**src/rtl/vm_pkg.sv**
```systemverilog
package vm_pkg;
   localparam int LEAF_W = 2;

   function automatic bit vm_is_pow2(input int n);
      return (n >= LEAF_W) && ((n & (n - 1)) == 0);
   endfunction
endpackage

```
**src/rtl/vm_fa_mux.sv**
```systemverilog
module vm_fa_mux (
   input  logic a,
   input  logic b,
   input  logic cin,
   output logic sum,
   output logic cout
);
   logic prop;

   assign prop = a ^ b;
   assign sum  = prop ^ cin;
   assign cout = prop ? cin : a;

   always_comb begin
      AST_FA_ADD: assert ({cout, sum} == (2'(a) + 2'(b) + 2'(cin)));
   end
endmodule

```
**src/rtl/vm_rca.sv**
```systemverilog
module vm_rca #(
   parameter int W = 8
) (
   input  logic [W-1:0] a,
   input  logic [W-1:0] b,
   input  logic         cin,
   output logic [W-1:0] s,
   output logic         cout
);
   localparam int SW = W + 1;

   logic [W:0] chain;

   generate
      if (W < 1) begin : g_bad_w
         $error("vm_rca: W must be at least 1");
      end
   endgenerate

   assign chain[0] = cin;

   generate
      for (genvar i = 0; i < W; i++) begin : g_bit
         vm_fa_mux u_fa (
            .a   (a[i]),
            .b   (b[i]),
            .cin (chain[i]),
            .sum (s[i]),
            .cout(chain[i+1])
         );
      end
   endgenerate

   assign cout = chain[W];

   always_comb begin
      AST_RCA_ADD: assert ({cout, s} == (SW'(a) + SW'(b) + SW'(cin)));
   end
endmodule

```
**src/rtl/vm_leaf2.sv**
```systemverilog
module vm_leaf2 (
   input  logic [1:0] a,
   input  logic [1:0] b,
   output logic [3:0] p
);
   logic t_ll, t_hl, t_lh, t_hh;
   logic c_mid, s_mid, s_top, c_top;

   assign t_ll = a[0] & b[0];
   assign t_hl = a[1] & b[0];
   assign t_lh = a[0] & b[1];
   assign t_hh = a[1] & b[1];

   // first half adder: the two cross terms
   assign s_mid = t_hl ^ t_lh;
   assign c_mid = t_hl & t_lh;

   // second half adder: cross carry into the high term
   assign s_top = c_mid ^ t_hh;
   assign c_top = c_mid & t_hh;

   assign p = {c_top, s_top, s_mid, t_ll};

   always_comb begin
      AST_LEAF_PROD: assert (p == (4'(a) * 4'(b)));
   end
endmodule

```
**src/rtl/vm_node.sv**
```systemverilog
module vm_node
   import vm_pkg::*;
#(
   parameter int N = 16
) (
   input  logic [N-1:0]   a,
   input  logic [N-1:0]   b,
   output logic [2*N-1:0] p
);
   localparam int PW = 2 * N;

   generate
      if (!vm_is_pow2(N)) begin : g_bad_n
         $error("vm_node: N must be a power of two, at least 2");
      end

      if (N == LEAF_W) begin : g_leaf
         vm_leaf2 u_leaf (
            .a(a),
            .b(b),
            .p(p)
         );
      end else begin : g_split
         localparam int H  = N / 2;
         localparam int MW = 3 * H;

         logic [N-1:0]  q_ll, q_lh, q_hl, q_hh;
         logic [N-1:0]  cross_lo;
         logic [MW-1:0] cross_all, upper;
         logic          ov_x, ov_m, ov_t;

         vm_node #(.N(H)) u_ll (.a(a[H-1:0]), .b(b[H-1:0]), .p(q_ll));
         vm_node #(.N(H)) u_lh (.a(a[H-1:0]), .b(b[N-1:H]), .p(q_lh));
         vm_node #(.N(H)) u_hl (.a(a[N-1:H]), .b(b[H-1:0]), .p(q_hl));
         vm_node #(.N(H)) u_hh (.a(a[N-1:H]), .b(b[N-1:H]), .p(q_hh));

         // step 2a: one cross product plus the spill of the low product
         vm_rca #(.W(N)) u_add_x (
            .a   (q_lh),
            .b   ({{H{1'b0}}, q_ll[N-1:H]}),
            .cin (1'b0),
            .s   (cross_lo),
            .cout(ov_x)
         );

         // step 2b: the second cross product
         vm_rca #(.W(MW)) u_add_m (
            .a   ({{H{1'b0}}, cross_lo}),
            .b   ({{H{1'b0}}, q_hl}),
            .cin (1'b0),
            .s   (cross_all),
            .cout(ov_m)
         );

         // step 3: the high product takes the crosswise carries
         vm_rca #(.W(MW)) u_add_t (
            .a   (cross_all),
            .b   ({q_hh, {H{1'b0}}}),
            .cin (1'b0),
            .s   (upper),
            .cout(ov_t)
         );

         assign p = {upper, q_ll[H-1:0]};

         always_comb begin
            AST_NO_OVERFLOW: assert (!(ov_x || ov_m || ov_t));
            AST_NODE_PROD: assert (p == (PW'(a) * PW'(b)));
         end
      end
   endgenerate
endmodule

```
**src/rtl/vedic_mul16.sv**
```systemverilog
module vedic_mul16
   import vm_pkg::*;
#(
   parameter int WIDTH = 16
) (
   input  logic [WIDTH-1:0]   op_a,
   input  logic [WIDTH-1:0]   op_b,
   output logic [2*WIDTH-1:0] prod
);
   localparam int PW = 2 * WIDTH;

   generate
      if (!vm_is_pow2(WIDTH)) begin : g_bad_width
         $error("vedic_mul16: WIDTH must be a power of two, at least 2");
      end
   endgenerate

   vm_node #(.N(WIDTH)) u_root (
      .a(op_a),
      .b(op_b),
      .p(prod)
   );

   always_comb begin
      AST_FULL_PROD: assert (prod == (PW'(op_a) * PW'(op_b)));
   end
endmodule

```
**config.mk**
```make
export PLATFORM = sky130hd
export DESIGN_NAME = vedic_mul16
export DESIGN_NICKNAME = d
export VERILOG_FILES = /design/src/rtl/vm_pkg.sv /design/src/rtl/vm_fa_mux.sv /design/src/rtl/vm_rca.sv /design/src/rtl/vm_leaf2.sv /design/src/rtl/vm_node.sv /design/src/rtl/vedic_mul16.sv
export SDC_FILE = /design/constraint.sdc
export NUM_CORES = 1
export LEC_CHECK = 0
export BUFFER_PORTS_ARGS = -buffer_cell sky130_fd_sc_hd__buf_2
export CORE_ASPECT_RATIO = 0.75
export CORE_MARGIN = 3
export CORE_UTILIZATION = 65
export DETAILED_ROUTE_END_ITERATION = 8
export PLACE_DENSITY = 0.89
export SYNTH_ARGS = -nofsm -noshare
export SYNTH_HDL_FRONTEND = slang
export SYNTH_SLANG_ARGS = --single-unit
```
**constraint.sdc**
```tcl
create_clock -name vclk -period 34.8
set_input_delay 1.74 -clock vclk [all_inputs]
set_output_delay 1.74 -clock vclk [all_outputs]
set_load 0.005 [all_outputs]
```
==> metrics.csv <==
metric;value;unit
setup_viol;0;
wire_per_inst;16.4;um
ant_nets;0;
worst-setup-path-type;input pin to primary output;
startpoint_type;input pin;
first_iter_violations;850;
avgSynthCellArea;7.59;um^2
cts_resized;0;
max_cap_viol_count;0;
pin_count;64;
nNetsFinal;1928;
yosysWarnings;0;
cp_common_cell;ha_1;
grtUsageTotal;0.288;
vias;11700;
syn-num-nets;1953;
endpoint_kind;primary output;
cp_slowest_cell;xor2_1;
core_region_area;18900;um^2
first_pass_iters;5;
dieArea;21500;um^2
gp_congestion;0.920;
path_buf_inv;3;
relSlewSlack;0.275;
finalCritPeriodShare;0.493;
via_per_inst;6.11;
rsz0062_at_grt;false;
fin_setup_tns;0;ps
die_y;128;um
gr-total-overflow;0;
path_delay_family;adder cells;
num_antenna_cells;0;
yosysUniqueCellTypes;80;
drive_above_1_share;0.0671;
hp-class;input pin to primary output;
dp_hpwl;25400;um
critical_path.max_stage_delay;720;ps
critPathMaxFanout;16;
critPathRequiredTime;33060;ps
hold_violations;0;
max_slew.worst_pin.slew;1080;ps
grt_max_degree;17;
grt_pass1_wl;53300;um
clkbuf_count;0;
dieWidth;169;um
grt_pass1_vias;11300;
portBuffers;64;
status;finished clean;
synth-seq-area-share;0;
period_minus_slack;17170;ps
drc_errors;0;
syn_area;12900;um^2
cts_setup_buffers;0;
antenna_found_initial;0;
std_cell_rows;43;
hold_start;op_a[0];
slew_viol_final;0;
max_clock_freq;58.2;MHz
arrival;15430;ps
whs_endpoint;prod[0];
syn_inst;1697;
finalWirelength;31500;um
regArea;0;um^2
syn_to_final_growth;1.19;%
start_util;0.680;
min_path_cells;3;
cts_hold_buf;0;
flops_and_latches;0;
Yosys cell counts, types with 10 or more instances:
library cell,count,area (um^2)
ha_1,208,2600
a21o_1,20,150
inv_1,52,195
and2_1,261,1630
o211ai_1,11,82.6
clkbuf_1,56,210
a221oi_1,10,87.6
nor2b_1,18,113
buf_4,32,240
maj3_1,59,591
nand3_1,13,65.1
fa_1,16,320
nand2_1,115,432
nand2b_1,26,163
or2_2,14,87.6
xnor2_1,246,2150
xor2_1,93,815
maj3_2,11,124
nor3_1,16,80.1
a21oi_1,80,400
or3_1,12,75.1
nor2_1,108,405
o21ai_0,69,345
and3_1,12,75.1
layer usage:
layer,up-vias,part of all wire,global-route usage
li1,5734,-,-
met1,5566,0.46,0.394
met5,-,0,0
met2,364,0.46,0.494
met3,56,0.070,0.0324
met4,0,0.018,0.0563
worst min-delay path, delay by kind of cell:
family	cells	cell delay (ps)
and+or+nand+nor	1	170
buffers and inverters	2	300
worst max-delay path by stage:
stage	start	to	slack, ps	depth (start not counted)
6_report	op_a[1]	prod[31]	17630	58
5_1_grt	op_a[1]	prod[31]	16880	61
4_1_cts	op_a[1]	prod[31]	17730	58
3_5_place_dp	op_a[1]	prod[31]	17770	58
3_3_place_gp	op_a[1]	prod[31]	18240	58
2_1_floorplan	op_a[1]	prod[31]	18840	61
layout make-up:
class	instances	area, um^2
Multi-Input combinational cell	1554	12200
Fill cell	1515	5910
Timing Repair Buffer	64	320
Tap cell	247	309
Inverter	52	195
cell usage in the layout (no fill, tap or decap), types with 10 or more instances in the layout:
master / netlist / routed
o21ai_0: 69 / 69
a21oi_1: 80 / 80
nor3_1: 16 / 16
xor2_1: 93 / 93
buf_2: 0 / 64
or2_2: 14 / 14
a21o_1: 20 / 20
ha_1: 208 / 208
maj3_2: 11 / 11
and2_1: 261 / 261
inv_1: 52 / 52
maj3_1: 59 / 59
nor2_1: 108 / 108
nand2_1: 115 / 115
o211ai_1: 11 / 11
or3_1: 12 / 12
nand2b_1: 26 / 26
xnor2_1: 246 / 246
a221oi_1: 10 / 10
nor2b_1: 18 / 18
and3_1: 12 / 12
fa_1: 16 / 16
nand3_1: 13 / 13
metrics by stage:
| stage | setup slack (ps) | std cells | util | instance area (um^2) | hold slack (ps) |
|---|---|---|---|---|---|
| 6_report | 17630 | 1917 | 0.688 | 13000 | 3950 |
| 5_1_grt | 16880 | 1917 | 0.688 | 13000 | 3970 |
| 4_1_cts | 17730 | 1917 | 0.688 | 13000 | 3950 |
| 3_5_place_dp | 17770 | 1917 | 0.688 | 13000 | 3950 |
| 3_3_place_gp | 18240 | 1917 | 0.688 | 13000 | 3940 |
| 2_1_floorplan | 18840 | 1697 | - | 12900 | 3790 |
cells by family (layout without fill, tap and decap cells):
logic type / Yosys count / in the layout / synth area share
simple gates: 609 / 609 / 0.252
xor+xnor: 353 / 353 / 0.254
buf+inv: 143 / 116 / 0.0522
compound gates: 288 / 288 / 0.150
fa+ha+maj: 294 / 294 / 0.283
mux: 10 / 10 / 0.00836
Power is left out: the tool's default activity adds up to more than one toggle a clock period on the data nets, which glitch-free logic cannot reach.
